--- config.mk ---
export PLATFORM = sky130hd
export DESIGN_NAME = scanout_cfg_latch
export DESIGN_NICKNAME = d
export VERILOG_FILES = /design/src/rtl/scanout_pkg.sv /design/src/rtl/scanout_size_decode.sv /design/src/rtl/scanout_line_seq.sv /design/src/rtl/scanout_cfg_latch.sv
export SDC_FILE = /design/constraint.sdc
export NUM_CORES = 1
export LEC_CHECK = 0
export BUFFER_PORTS_ARGS = -buffer_cell sky130_fd_sc_hd__buf_2
export CAP_MARGIN = 25
export CORE_MARGIN = 3
export CORE_UTILIZATION = 50
export DETAILED_ROUTE_END_ITERATION = 8
export PLACE_DENSITY = 0.8
export SETUP_SLACK_MARGIN = 0.02
export SYNTH_ARGS = -nofsm -noshare
export SYNTH_HDL_FRONTEND = slang
export SYNTH_HIERARCHICAL = 1
export SYNTH_SLANG_ARGS = --single-unit
export TNS_END_PERCENT = 5
--- constraint.sdc ---
create_clock -name clk -period 6.7 [get_ports clk]
set_input_delay 0.67 -clock clk [delete_from_list [all_inputs] [get_ports clk]]
set_output_delay 0.67 -clock clk [all_outputs]
set_load 0.05 [all_outputs]
--- src/rtl/scanout_pkg.sv ---
package scanout_pkg;
    typedef enum logic [1:0] {
        FMT_1555 = 2'd0,
        FMT_565  = 2'd1,
        FMT_888  = 2'd2,
        FMT_8888 = 2'd3
    } fmt_e;

    localparam int MODE_EN_BIT   = 0;
    localparam int MODE_FMT_LSB  = 2;
    localparam int CFG_VOUT_BIT  = 0;
    localparam int CFG_ILACE_BIT = 4;
    localparam int CFG2_BLANK_BIT = 3;
endpackage

--- src/rtl/scanout_size_decode.sv ---
module scanout_size_decode
    import scanout_pkg::*;
#(
    parameter int CNT_W = 10
) (
    input  logic [31:0]          size_word,
    input  logic [31:0]          mode_word,
    input  logic [31:0]          cfg_word,
    output logic                 en,
    output fmt_e                 fmt,
    output logic [CNT_W+1:0]     hres,
    output logic [CNT_W+1:0]     vres,
    output logic [CNT_W+2:0]     stride
);
    localparam int WW = CNT_W + 1;
    localparam int PW = CNT_W + 3;

    logic [CNT_W-1:0] w_fld, l_fld, m_fld;
    logic [WW-1:0]    words, lines;
    logic [PW-1:0]    words_x4, words_x4_div3;
    logic [CNT_W+1:0] h_raw, v_raw;
    logic             unused_bits;

    assign unused_bits = ^{size_word, mode_word, cfg_word};

    always_comb begin
        w_fld = size_word[CNT_W-1:0];
        l_fld = size_word[2*CNT_W-1:CNT_W];
        m_fld = size_word[3*CNT_W-1:2*CNT_W];
        words = {1'b0, w_fld} + WW'(1);
        lines = {1'b0, l_fld} + WW'(1);
        en    = mode_word[MODE_EN_BIT] & cfg_word[CFG_VOUT_BIT];
        fmt   = fmt_e'(mode_word[MODE_FMT_LSB +: 2]);
        words_x4      = {words, 2'b00};
        words_x4_div3 = words_x4 / PW'(3);
        case (fmt)
            FMT_888:  h_raw = words_x4_div3[CNT_W+1:0];
            FMT_8888: h_raw = {1'b0, words};
            default:  h_raw = {words, 1'b0};
        endcase
        v_raw  = cfg_word[CFG_ILACE_BIT] ? {lines, 1'b0} : {1'b0, lines};
        hres   = en ? h_raw : '0;
        vres   = en ? v_raw : '0;
        stride = {({1'b0, w_fld} + {1'b0, m_fld}), 2'b00};
    end
endmodule

--- src/rtl/scanout_line_seq.sv ---
module scanout_line_seq #(
    parameter int ADDR_W   = 24,
    parameter int STRIDE_W = 13
) (
    input  logic                clk,
    input  logic                rst_n,
    input  logic                frame_end,
    input  logic                line_adv,
    input  logic [ADDR_W-1:0]   start_addr,
    input  logic [STRIDE_W-1:0] stride_i,
    output logic [ADDR_W-1:0]   line_addr
);
    logic [ADDR_W-1:0] addr_d, addr_q;

    always_comb begin
        addr_d = addr_q;
        if (frame_end)
            addr_d = start_addr;
        else if (line_adv)
            addr_d = addr_q + ADDR_W'(stride_i);
    end

    always_ff @(posedge clk) begin
        if (!rst_n) addr_q <= '0;
        else        addr_q <= addr_d;
    end

    assign line_addr = addr_q;

    p_restart_r10: assert property (@(posedge clk) disable iff (!rst_n)
        frame_end |=> line_addr == $past(start_addr));

    p_idle_hold_r11: assert property (@(posedge clk) disable iff (!rst_n)
        (!frame_end && !line_adv) |=> $stable(line_addr));
endmodule

--- src/rtl/scanout_cfg_latch.sv ---
module scanout_cfg_latch
    import scanout_pkg::*;
#(
    parameter int CNT_W    = 10,
    parameter int ADDR_W   = 24,
    parameter int COLOUR_W = 24
) (
    input  logic                clk,
    input  logic                rst_n,
    input  logic                frame_end,
    input  logic                line_adv,
    input  logic [31:0]         size_reg,
    input  logic [31:0]         mode_reg,
    input  logic [31:0]         cfg_reg,
    input  logic [31:0]         cfg2_reg,
    input  logic [COLOUR_W-1:0] border_colour,
    input  logic [ADDR_W-1:0]   start_addr,
    output logic                out_en,
    output logic                blank,
    output logic [COLOUR_W-1:0] fill_colour,
    output logic [1:0]          fmt,
    output logic [CNT_W+1:0]    hres,
    output logic [CNT_W+1:0]    vres,
    output logic [CNT_W+2:0]    stride,
    output logic [ADDR_W-1:0]   base_addr,
    output logic [ADDR_W-1:0]   line_addr,
    output logic                fmt_changed
);
    localparam int RES_W    = CNT_W + 2;
    localparam int STRIDE_W = CNT_W + 3;

    typedef struct packed {
        logic                en;
        logic                blank;
        logic [COLOUR_W-1:0] fill;
        fmt_e                fmt;
        logic [RES_W-1:0]    hres;
        logic [RES_W-1:0]    vres;
        logic [STRIDE_W-1:0] stride;
        logic [ADDR_W-1:0]   base;
        logic                chg;
    } held_t;

    held_t st_d, st_q;

    logic                dec_en;
    fmt_e                dec_fmt;
    logic [RES_W-1:0]    dec_hres, dec_vres;
    logic [STRIDE_W-1:0] dec_stride;
    logic                unused_cfg2;

    assign unused_cfg2 = ^cfg2_reg;

    scanout_size_decode #(.CNT_W(CNT_W)) u_dec (
        .size_word (size_reg),
        .mode_word (mode_reg),
        .cfg_word  (cfg_reg),
        .en        (dec_en),
        .fmt       (dec_fmt),
        .hres      (dec_hres),
        .vres      (dec_vres),
        .stride    (dec_stride)
    );

    always_comb begin
        st_d     = st_q;
        st_d.chg = 1'b0;
        if (frame_end) begin
            st_d.en     = dec_en;
            st_d.blank  = cfg2_reg[CFG2_BLANK_BIT];
            st_d.fill   = border_colour;
            st_d.fmt    = dec_fmt;
            st_d.hres   = dec_hres;
            st_d.vres   = dec_vres;
            st_d.stride = dec_stride;
            st_d.base   = start_addr;
            st_d.chg    = (dec_hres != st_q.hres) || (dec_vres != st_q.vres)
                          || (dec_fmt != st_q.fmt);
        end
    end

    always_ff @(posedge clk) begin
        if (!rst_n) st_q <= '0;
        else        st_q <= st_d;
    end

    scanout_line_seq #(.ADDR_W(ADDR_W), .STRIDE_W(STRIDE_W)) u_line (
        .clk        (clk),
        .rst_n      (rst_n),
        .frame_end  (frame_end),
        .line_adv   (line_adv),
        .start_addr (start_addr),
        .stride_i   (st_q.stride),
        .line_addr  (line_addr)
    );

    assign out_en      = st_q.en;
    assign blank       = st_q.blank;
    assign fill_colour = st_q.fill;
    assign fmt         = st_q.fmt;
    assign hres        = st_q.hres;
    assign vres        = st_q.vres;
    assign stride      = st_q.stride;
    assign base_addr   = st_q.base;
    assign fmt_changed = st_q.chg;

    p_off_zero_r6: assert property (@(posedge clk) disable iff (!rst_n)
        !out_en |-> (hres == '0 && vres == '0));

    p_hold_r8: assert property (@(posedge clk) disable iff (!rst_n)
        !frame_end |=> ($stable(hres) && $stable(vres) && $stable(fmt)
                        && $stable(stride) && $stable(base_addr)));

    p_chg_pulse_r9: assert property (@(posedge clk) disable iff (!rst_n)
        fmt_changed |-> $past(frame_end));

    p_chg_single_r9: assert property (@(posedge clk) disable iff (!rst_n)
        !frame_end |=> !fmt_changed);
endmodule

# == After elaboration in Yosys (flattened, before gate mapping) ==
# Cells that the tools add are included.
# word_totals
register_bits,112
out_inout_bits,114
word_cells,31
# op_classes
add_sub_neg,4
div,1
eq_ne,5
mux,6
n_bitwise,1
n_reduce_logical,4
# op_table
cell,count
$mux W24,2
$mux W12,3
$add A24 B13 Y24,1
$ne A12 B12 Y1,2
$pmux W12 S2,1
$add A10 B1 Y11 const B,2
$div A13 B2 Y13 const B,1
$add A10 B10 Y11,1
$eq A2 B2 Y1 const B,2
$logic_or A1 B1 Y1,2
$ne A2 B2 Y1,1
$reduce_and A2 Y1,1
$reduce_bool A2 Y1,1
$and A1 B1 Y1,1

# == Logic depth before layout (Yosys ltp) ==
# Gate-level depths: netlist of run 1.
# logic_depth
ltp_word,7
depth_mapped,24

# == Modules after synthesis ==
# The synthesis of run 1 kept the hierarchy.
# by_module_without_submodules
mod,instances,cells_each,area_per_inst_um2,seq_area_each_um2
scanout_cfg_latch,1,325,3723.6,1801.7
scanout_size_decode,1,424,2900.3,0.0
scanout_line_seq,1,233,1821.7,480.5

# == Least setup slack after synthesis of run 1 ==
# No wires, ideal clock.
# synth_path
path_type,input-to-reg
from,input port size_reg[0]
to,register st_q (netlist bit fmt_changed)
arrival_ns,4.888
path_slack_ns,1.688
stages,24
n_path_buf,4
cell_sequence,ha_1 buf_4 and3_1 buf_4 xnor2_1 or3_1 and4b_1 o31ai_2 a21o_1 buf_6 mux2i_1 o2111ai_1 ha_1 clkbuf_1 or3_1 o22ai_2 ha_1 inv_1 a211oi_1 a31oi_1 xnor2_1 nand4_1 nor3_1 a21oi_1
# synth_between
elab_chain_len,7
# synth_rtl
element,line,rtl
from (decl),scanout_cfg_latch.sv:12,"input logic [31:0] size_reg,"
$add A10 B1 Y11 *,scanout_size_decode.sv:30,"words = {1'b0, w_fld} + WW'(1);"
$div A13 B2 Y13,scanout_size_decode.sv:35,words_x4_div3 = words_x4 / PW'(3);
$pmux W12 S2 *,scanout_size_decode.sv:36,case (fmt)
$mux W12 *,scanout_size_decode.sv:42,hres = en ? h_raw : '0;
via dec_hres[0],scanout_cfg_latch.sv:48,"logic [RES_W-1:0] dec_hres, dec_vres;"
$ne A12 B12 Y1 *,scanout_cfg_latch.sv:77,st_d.chg = (dec_hres != st_q.hres) || (dec_vres != st_q.vres)
$logic_or A1 B1 Y1 *,scanout_cfg_latch.sv:77,
$logic_or A1 B1 Y1 *,scanout_cfg_latch.sv:78,|| (dec_fmt != st_q.fmt);
to (signal assigned),scanout_cfg_latch.sv:84,else st_q <= st_d;
to (decl),scanout_cfg_latch.sv:44,"held_t st_d, st_q;"
# The timed path passes the listed nets; every way through them passes the cells marked *.
# A chain may end at the register's enable or synchronous reset.

# == Final worst setup path of run 1 ==
# layout_path
from,input port size_reg[1]
to,register st_q (netlist bit fmt_changed)
# layout_between
elab_chain_len,7
# layout_rtl
element,line
$add A10 B1 Y11,scanout_size_decode.sv:30
$div A13 B2 Y13,scanout_size_decode.sv:35
$pmux W12 S2,scanout_size_decode.sv:36
$mux W12,scanout_size_decode.sv:42
via dec_hres[0],scanout_cfg_latch.sv:48
$ne A12 B12 Y1,scanout_cfg_latch.sv:77
$logic_or A1 B1 Y1,scanout_cfg_latch.sv:77
$logic_or A1 B1 Y1,scanout_cfg_latch.sv:78
# The timed path passes the listed nets, and every way through them passes these cells.

==> impl_metrics.py, run 1 <==
metrics = {
    "worst_setup_path": {
        "ff2ff_path_depth": 10,
        "critPathKind": "in -> reg",
        "crit_path_end_kind": "flop",
        "rr_startpoint": "u_line/line_addr[0]",
        "rr_endpoint": "u_line/line_addr[22]",
        "r2r_setup_slack_ns": 4.13,
        "worstPathRequired_ns": 6.98,
        "worstSetupStartpointType": "input pin",
        "cp.arrival_ns": 6.29,
        "crit_fanout": 20,
    },
    "timing": {
        "relSlewSlack": 0.3575,
        "period_needed_ns": 6.005,
        "tightestPinTransition_ns": 0.9626,
        "fmax_mhz": 166.5,
        "whs_ns": 0.5139,
        "tns_ns": 0,
        "hold_violations": 0,
        "rsz0062_at_grt": "no",
        "worst_clock_skew_ns": 0.01037,
        "setup_viol": 0,
        "maxSlewViolCount": 0,
        "period_share": 0.8963,
    },
    "yosys": {
        "seq_area_frac_synth": 0.2702,
        "synth-compound-area-share": 0.2092,
        "ys_ff_latch": 114,
        "synth_edf_count": 0,
        "netlist_instances": 982,
        "synth-xor-area-share": 0.07348,
        "synth_top_area_cell": "dfxtp_1",
        "synth_area_sq_um": 8446,
        "synth_area_leaders": "dfxtp_1 27%, mux2i_1 12%, nor2b_1 6.7%",
        "syn_area_per_cell_sq_um": 8.600,
        "synth.mux.area_fraction": 0.1212,
        "synth_top_family_by_area": "compound AO/OA/AOI/OAI gates",
        "synth_top_area_frac": 0.2702,
        "synthSimpleGateAreaFrac": 0.2062,
        "ys_types": 95,
        "yosys_warnings": 6,
        "synth-adder-area-share": 0.04770,
        "ys.flop_type": "dfxtp_1",
        "ys_async_sr_fraction": 0,
    },
    "cells_and_area": {
        "multi_input_comb_area_sq_um": 5563,
        "fillers": 1441,
        "drive_above_1_share": 0.2452,
        "seq_area_sq_um": 2282,
        "stdcell_area_sq_um": 9846,
        "nets": 1348,
        "syn2layout_area_growth_pct": 16.58,
        "post-route-util": 0.6066,
        "layout.cells.non_filler": 1367,
    },
    "grt": {
        "antenna_found_initial": 0,
        "grt_start_max_net_pins": 85,
        "gr-usage-all-layers": 0.2370,
        "grt_pass1_wl_um": 35830,
        "grt_pass1_vias": 7293,
        "overflow": 0,
    },
    "place": {
        "io_buffers": 201,
        "place_inst": 1334,
        "dpl_cell_area_sq_um": 9259,
        "gp_congestion": 0.9105,
        "hpwl_um": 16190,
    },
    "clocking": {
        "clk_path_buf_depth": 2,
        "cts-resized-gates": 0,
        "cts_hold_buf": 0,
        "cts_root_buf": "clkbuf_16",
        "htreeDepth": 4,
        "cts_sinks": 114,
        "worstSkewPairLatency_ns": 0.41,
        "cts_inserted_buffers": 17,
        "clkTransAtPathRegs_ns": 0.06,
        "cts_post_setup_buffers_inserted": 0,
        "cts_tree": "built",
    },
    "route": {
        "first_iter_violations": 573,
        "wl_per_cell_um": 16.39,
        "first_pass_iters": 5,
        "drc": 0,
        "vias_per_cell": 5.700,
        "vias": 7792,
        "routed_wl_um": 22410,
        "postRouteAntennaNets": 0,
    },
    "floorplan": {
        "die_y_um": 136.0,
        "ioPinCount": 294,
        "initial_utilization": 0.5204,
        "num_rows": 46,
        "die_area_sq_um": 18490,
        "fp.coreArea_sq_um": 16230,
        "dieWidth_um": 136.0,
    },
    "power_and_ir_drop": {
        "peakVddDrop_mv": 0.2110,
        "p_switching_uw": 817.9,
        "comb_power_share": 0.291,
        "pwr-share-clk": 0.385,
        "leakage_nw": 4.331,
        "power.density_nw_per_um2": 235.8,
        "seqPwrFrac": 0.324,
        "swShare": 0.3524,
        "intPower_mw": 1.503,
    },
    "min_path": {
        "holdPathEnd": "base_addr[15]",
        "hold_path.class": "reg -> reg",
        "hold_depth": 2,
        "holdCritStartpoint": "base_addr[15]",
    },
    "run_status": {
        "status": "finished, final reports clean",
    },
    "run": {
        "drv_cap": 0,
    },
}
==> cell families after synthesis <==
| kind of cell | count (synthesis) |
|---|---|
| and+or+nand+nor | 314 |
| AOI/OAI and AO/OA | 253 |
| DFF | 114 |
| muxes | 102 |
| buffers and inverters | 97 |
| xor gates and xnor gates | 70 |
| adders and majority gates | 31 |
| other | 1 |
==> metrics by stage <==
stage | power [mW] | setup WS [ns]
after floorplan | 1.298 | 1.688
after global placement | 1.422 | 0.5218
after detailed placement | 1.433 | 0.4241
after CTS | 2.331 | 0.8051
after global routing | 2.429 | 0.3452
final | 2.321 | 0.6951
==> final cells by class <==
| class | instances | area share |
|---|---|---|
| antenna | 1 | 0.0002542 |
| multi-input combinational | 772 | 0.5650 |
| inverter | 26 | 0.009912 |
| timing repair buffer | 206 | 0.1062 |
| sequential | 114 | 0.2318 |
| clock buffer | 18 | 0.04359 |
| tap | 216 | 0.02745 |
| clock inverter | 14 | 0.01576 |
==> per-layer routing <==
metal	routed length [um]	global-route usage	part of all wire	vias to the layer above
li1	-	-	-	3834
met1	9807	0.3084	0.44	3647
met2	10600	0.3897	0.47	280
met3	1535	0.05181	0.068	31
met4	464	0.08063	0.021	0
met5	0	0	0	-
==> worst max-delay path, cell delays in order <==
cell       delay (ns)
buf_2            0.24
ha_1             0.67
a21o_1           0.17
a41oi_1          0.21
nor2_2           0.59
o311ai_4         0.19
o31ai_2          0.32
a21o_1           0.35
mux2i_1          0.34
o2111ai_1        0.25
ha_1             0.35
or3_1            0.44
o22ai_2          0.23
ha_1             0.27
inv_1            0.05
a211oi_1         0.04
a31oi_1          0.29
xnor2_1          0.17
nand4_1          0.12
nor3_1           0.21
a21oi_1          0.09
==> cell usage in the layout (no fill, tap or decap), drive strengths merged, types with 5 or more instances in the layout <==
cell and instances:
clkbuf 18, o211ai 11, nand2 49, buf 206, nand3 27, clkinv 7
xnor2 50, nor2 65, a211oi 23, nor3 15, o21ai 46, nor4 8
and2 10, nand4 16, xor2 20, ha 29, dfxtp 114, inv 29
mux2i 100, nor2b 91, o22ai 12, or3 9, and3 5, a21oi 83
o31ai 6, a31oi 13, a311oi 5, a21o 12
==> registers in the layout (all words and copies together), names as in the netlist <==
name	flops
fmt	2
u_line/line_addr	24
fill_colour	24
stride	13
fmt_changed	1
base_addr	24
vres	12
hres	12
blank	1
out_en	1
==> cells in the mapped netlist, types with 4 or more instances <==
master	count
dfxtp_1	114
mux2i_1	100
nor2b_1	91
a21oi_1	79
nor2_1	63
xnor2_1	49
nand2_1	48
o21ai_0	44
ha_1	29
clkbuf_1	28
inv_1	26
nand3_1	25
a211oi_1	20
xor2_1	20
nand4_1	15
nor3_1	14
a21o_1	11
a31oi_1	11
buf_4	11
buf_2	10
o22ai_1	10
buf_8	9
and2_1	8
o211ai_1	8
buf_6	7
or3_1	7
nor4_1	6
a311oi_1	5
and3_1	5
a21oi_2	4
nand2b_1	4
o21bai_1	4
o31ai_1	4
==> power by group through the flow <==
stage / clock network [mW] / logic [mW] / registers (mW)
final: 0.893 / 0.675 / 0.753
after global routing: 0.940 / 0.731 / 0.758
after CTS: 0.906 / 0.672 / 0.753
after detailed placement: 0 / 0.667 / 0.766
after global placement: 0 / 0.658 / 0.764
after floorplan: 0 / 0.393 / 0.905
==> worst max-delay path by stage <==
stage / startpoint / to / slack (ns) / depth (start not counted)
final: size_reg[1] / fmt_changed / 0.70 / 21
after floorplan: size_reg[0] / fmt_changed / 1.69 / 24
after CTS: size_reg[1] / fmt_changed / 0.81 / 21
after detailed placement: size_reg[1] / fmt_changed / 0.42 / 21
after global routing: size_reg[1] / fmt_changed / 0.35 / 21
after global placement: size_reg[1] / fmt_changed / 0.52 / 21
Power figures use the tool's default switching activity.
==> run 2: changes to the inputs <==
--- a/config.mk
+++ b/config.mk
@@ -5,12 +5,12 @@
 export SDC_FILE = /design/constraint.sdc
 export NUM_CORES = 1
 export LEC_CHECK = 0
-export BUFFER_PORTS_ARGS = -buffer_cell sky130_fd_sc_hd__buf_2
 export CAP_MARGIN = 25
 export CORE_MARGIN = 3
 export CORE_UTILIZATION = 50
 export DETAILED_ROUTE_END_ITERATION = 8
-export PLACE_DENSITY = 0.8
+export DONT_BUFFER_PORTS = 1
+export PLACE_DENSITY = 0.65
 export SETUP_SLACK_MARGIN = 0.02
 export SYNTH_ARGS = -nofsm -noshare
 export SYNTH_HDL_FRONTEND = slang
==> constraint.sdc (replaced) <==
create_clock -name clk -period 6.7 [get_ports clk]
set_input_delay 1.34 -clock clk [delete_from_list [all_inputs] [get_ports clk]]
set_output_delay 1.34 -clock clk [all_outputs]
set_load 0.05 [all_outputs]
==> impl_metrics.py, run 2 (synthesized netlist as in run 1, its figures left out) <==
metrics = {
    "timing": {
        "rsz0062_at_grt": "no",
        "setup_viol": 0,
        "worst_slack_ns": 0.7617,
        "worst_clock_skew_ns": 0.01215,
        "period_share": 0.8863,
        "tightestPinTransition_ns": 0.8850,
        "period_needed_ns": 5.938,
        "relSlewSlack": 0.4093,
        "whs_ns": 0.7709,
        "hold_violations": 0,
        "fmax_mhz": 168.4,
        "tns_ns": 0,
        "maxSlewViolCount": 0,
    },
    "cells_and_area": {
        "syn2layout_area_growth_pct": 5.007,
        "nets": 1152,
        "post-route-util": 0.5464,
        "final_cell_mix": "114 x dfxtp_1, 100 x mux2i_1, 91 x nor2b_1, 79 x a21oi_1, 63 x nor2_1",
        "drive_above_1_share": 0.09024,
        "seq_area_sq_um": 2282,
        "antenna_cells": 0,
        "fillers": 1561,
        "multi_input_comb_area_sq_um": 5563,
        "final_common_cell": "dfxtp_1",
    },
    "worst_setup_path": {
        "critPathMaxStageDelay_ns": 0.56,
        "crit_chain": "ha_1, a21o_1, a41oi_1, nor2_2, o311ai_4, o31ai_2, a21o_1, mux2i_1, o2111ai_1, ha_1, or3_1, o22ai_2, ha_1, inv_1, a211oi_1, a31oi_1, xnor2_1, nand4_1, nor3_1, a21oi_1",
        "cp_num_buf_inv": 1,
        "critical-path-top-delay-family": "compound AO/OA/AOI/OAI gates",
        "r2r_setup_slack_ns": 3.74,
        "cp_common_cell": "ha_1",
        "worstPathRequired_ns": 6.98,
        "cp.arrival_ns": 6.22,
        "rr_endpoint": "u_line/line_addr[12]",
        "worstSetupStartpointType": "input pin",
        "cp_slowest_cell": "nor2_2",
        "crit_path_end_kind": "flop",
        "critPathKind": "in -> reg",
        "crit_fanout": 17,
        "ff2ff_path_depth": 10,
        "rr_startpoint": "stride[0]",
    },
    "route": {
        "first_pass_iters": 5,
        "vias_per_cell": 5.941,
        "wl_per_cell_um": 18.58,
        "first_iter_violations": 379,
        "vias": 6945,
        "drc": 0,
        "postRouteAntennaNets": 0,
        "routed_wl_um": 21720,
    },
    "floorplan": {
        "fp.coreArea_sq_um": 16230,
        "initial_utilization": 0.5204,
        "die_area_sq_um": 18490,
        "die_y_um": 136.0,
        "dieWidth_um": 136.0,
        "ioPinCount": 294,
        "num_rows": 46,
    },
    "min_path": {
        "hold_depth": 2,
        "hold_path.class": "reg -> reg",
        "holdCritStartpoint": "base_addr[19]",
        "holdPathEnd": "base_addr[19]",
    },
    "clocking": {
        "cts-resized-gates": 0,
        "cts_sinks": 114,
        "cts_post_setup_buffers_inserted": 0,
        "clk_path_buf_depth": 2,
        "cts_hold_buf": 0,
        "cts_root_buf": "clkbuf_16",
        "cts_tree": "built",
        "clkTransAtPathRegs_ns": 0.06,
        "worstSkewPairLatency_ns": 0.41,
        "cts_inserted_buffers": 17,
        "htreeDepth": 4,
    },
    "run_status": {
        "status": "finished, final reports clean",
    },
    "grt": {
        "grt_pass1_wl_um": 34930,
        "grt_start_max_net_pins": 110,
        "gr-usage-all-layers": 0.2338,
        "overflow": 0,
        "antenna_found_initial": 0,
        "grt_pass1_vias": 6576,
    },
    "place": {
        "hpwl_um": 15810,
        "gp_congestion": 0.8908,
        "io_buffers": 0,
        "place_ws_ns": 0.3939,
    },
    "run": {
        "drv_cap": 0,
    },
    "power_and_ir_drop": {
        "peakVddDrop_mv": 0.2582,
        "power.density_nw_per_um2": 249.1,
        "leakage_nw": 3.430,
        "finalPower_mw": 2.209,
    },
}
-- run 2: per-stage QoR --
step | area, sq um | instances
after detailed placement | 8288 | 1138
after floorplan | 8449 | 983
after CTS | 8869 | 1169
final | 8869 | 1169
after global placement | 8288 | 1138
after global routing | 8869 | 1169
-- run 2: worst max path at each step --
| stage | start | endpoint | slack [ns] | cells past startpoint |
|---|---|---|---|---|
| after floorplan | size_reg[0] | fmt_changed | 1.02 | 24 |
| after global placement | size_reg[0] | fmt_changed | 0.43 | 20 |
| after detailed placement | size_reg[0] | fmt_changed | 0.39 | 20 |
| after CTS | size_reg[0] | fmt_changed | 0.79 | 20 |
| after global routing | size_reg[0] | fmt_changed | 0.33 | 20 |
| final | size_reg[0] | fmt_changed | 0.76 | 20 |
-- run 2: power by group --
group          total [mW]  switching [mW]  internal, mW
Clock               0.883           0.333         0.550
Sequential          0.909           0.189         0.720
Combinational       0.418           0.222         0.195
Total                2.21           0.744          1.47
-- run 2: routing by layer --
layer  up-vias  part of all wire  global-route usage  wire, um
li1       3446                 -                   -         -
met1      3216              0.43              0.3061      9310
met2       261              0.47              0.3739     10220
met3        22             0.086             0.06847      1871
met4         0             0.014             0.06999       313
met5         -                 0                   0         0
-- run 2: worst min-delay path, cell delays in order (launching register included) --
cell and delay [ns]:
dfxtp_1 0.47, mux2i_1 0.20, nor2b_1 0.05
-- run 2: final cells by class --
class / count / share of cell area
multi-input combinational: 772 / 0.6273
sequential: 114 / 0.2573
clock buffer: 17 / 0.04797
tap: 216 / 0.03047
clock inverter: 14 / 0.01749
inverter: 26 / 0.01100
timing repair buffer: 10 / 0.008465
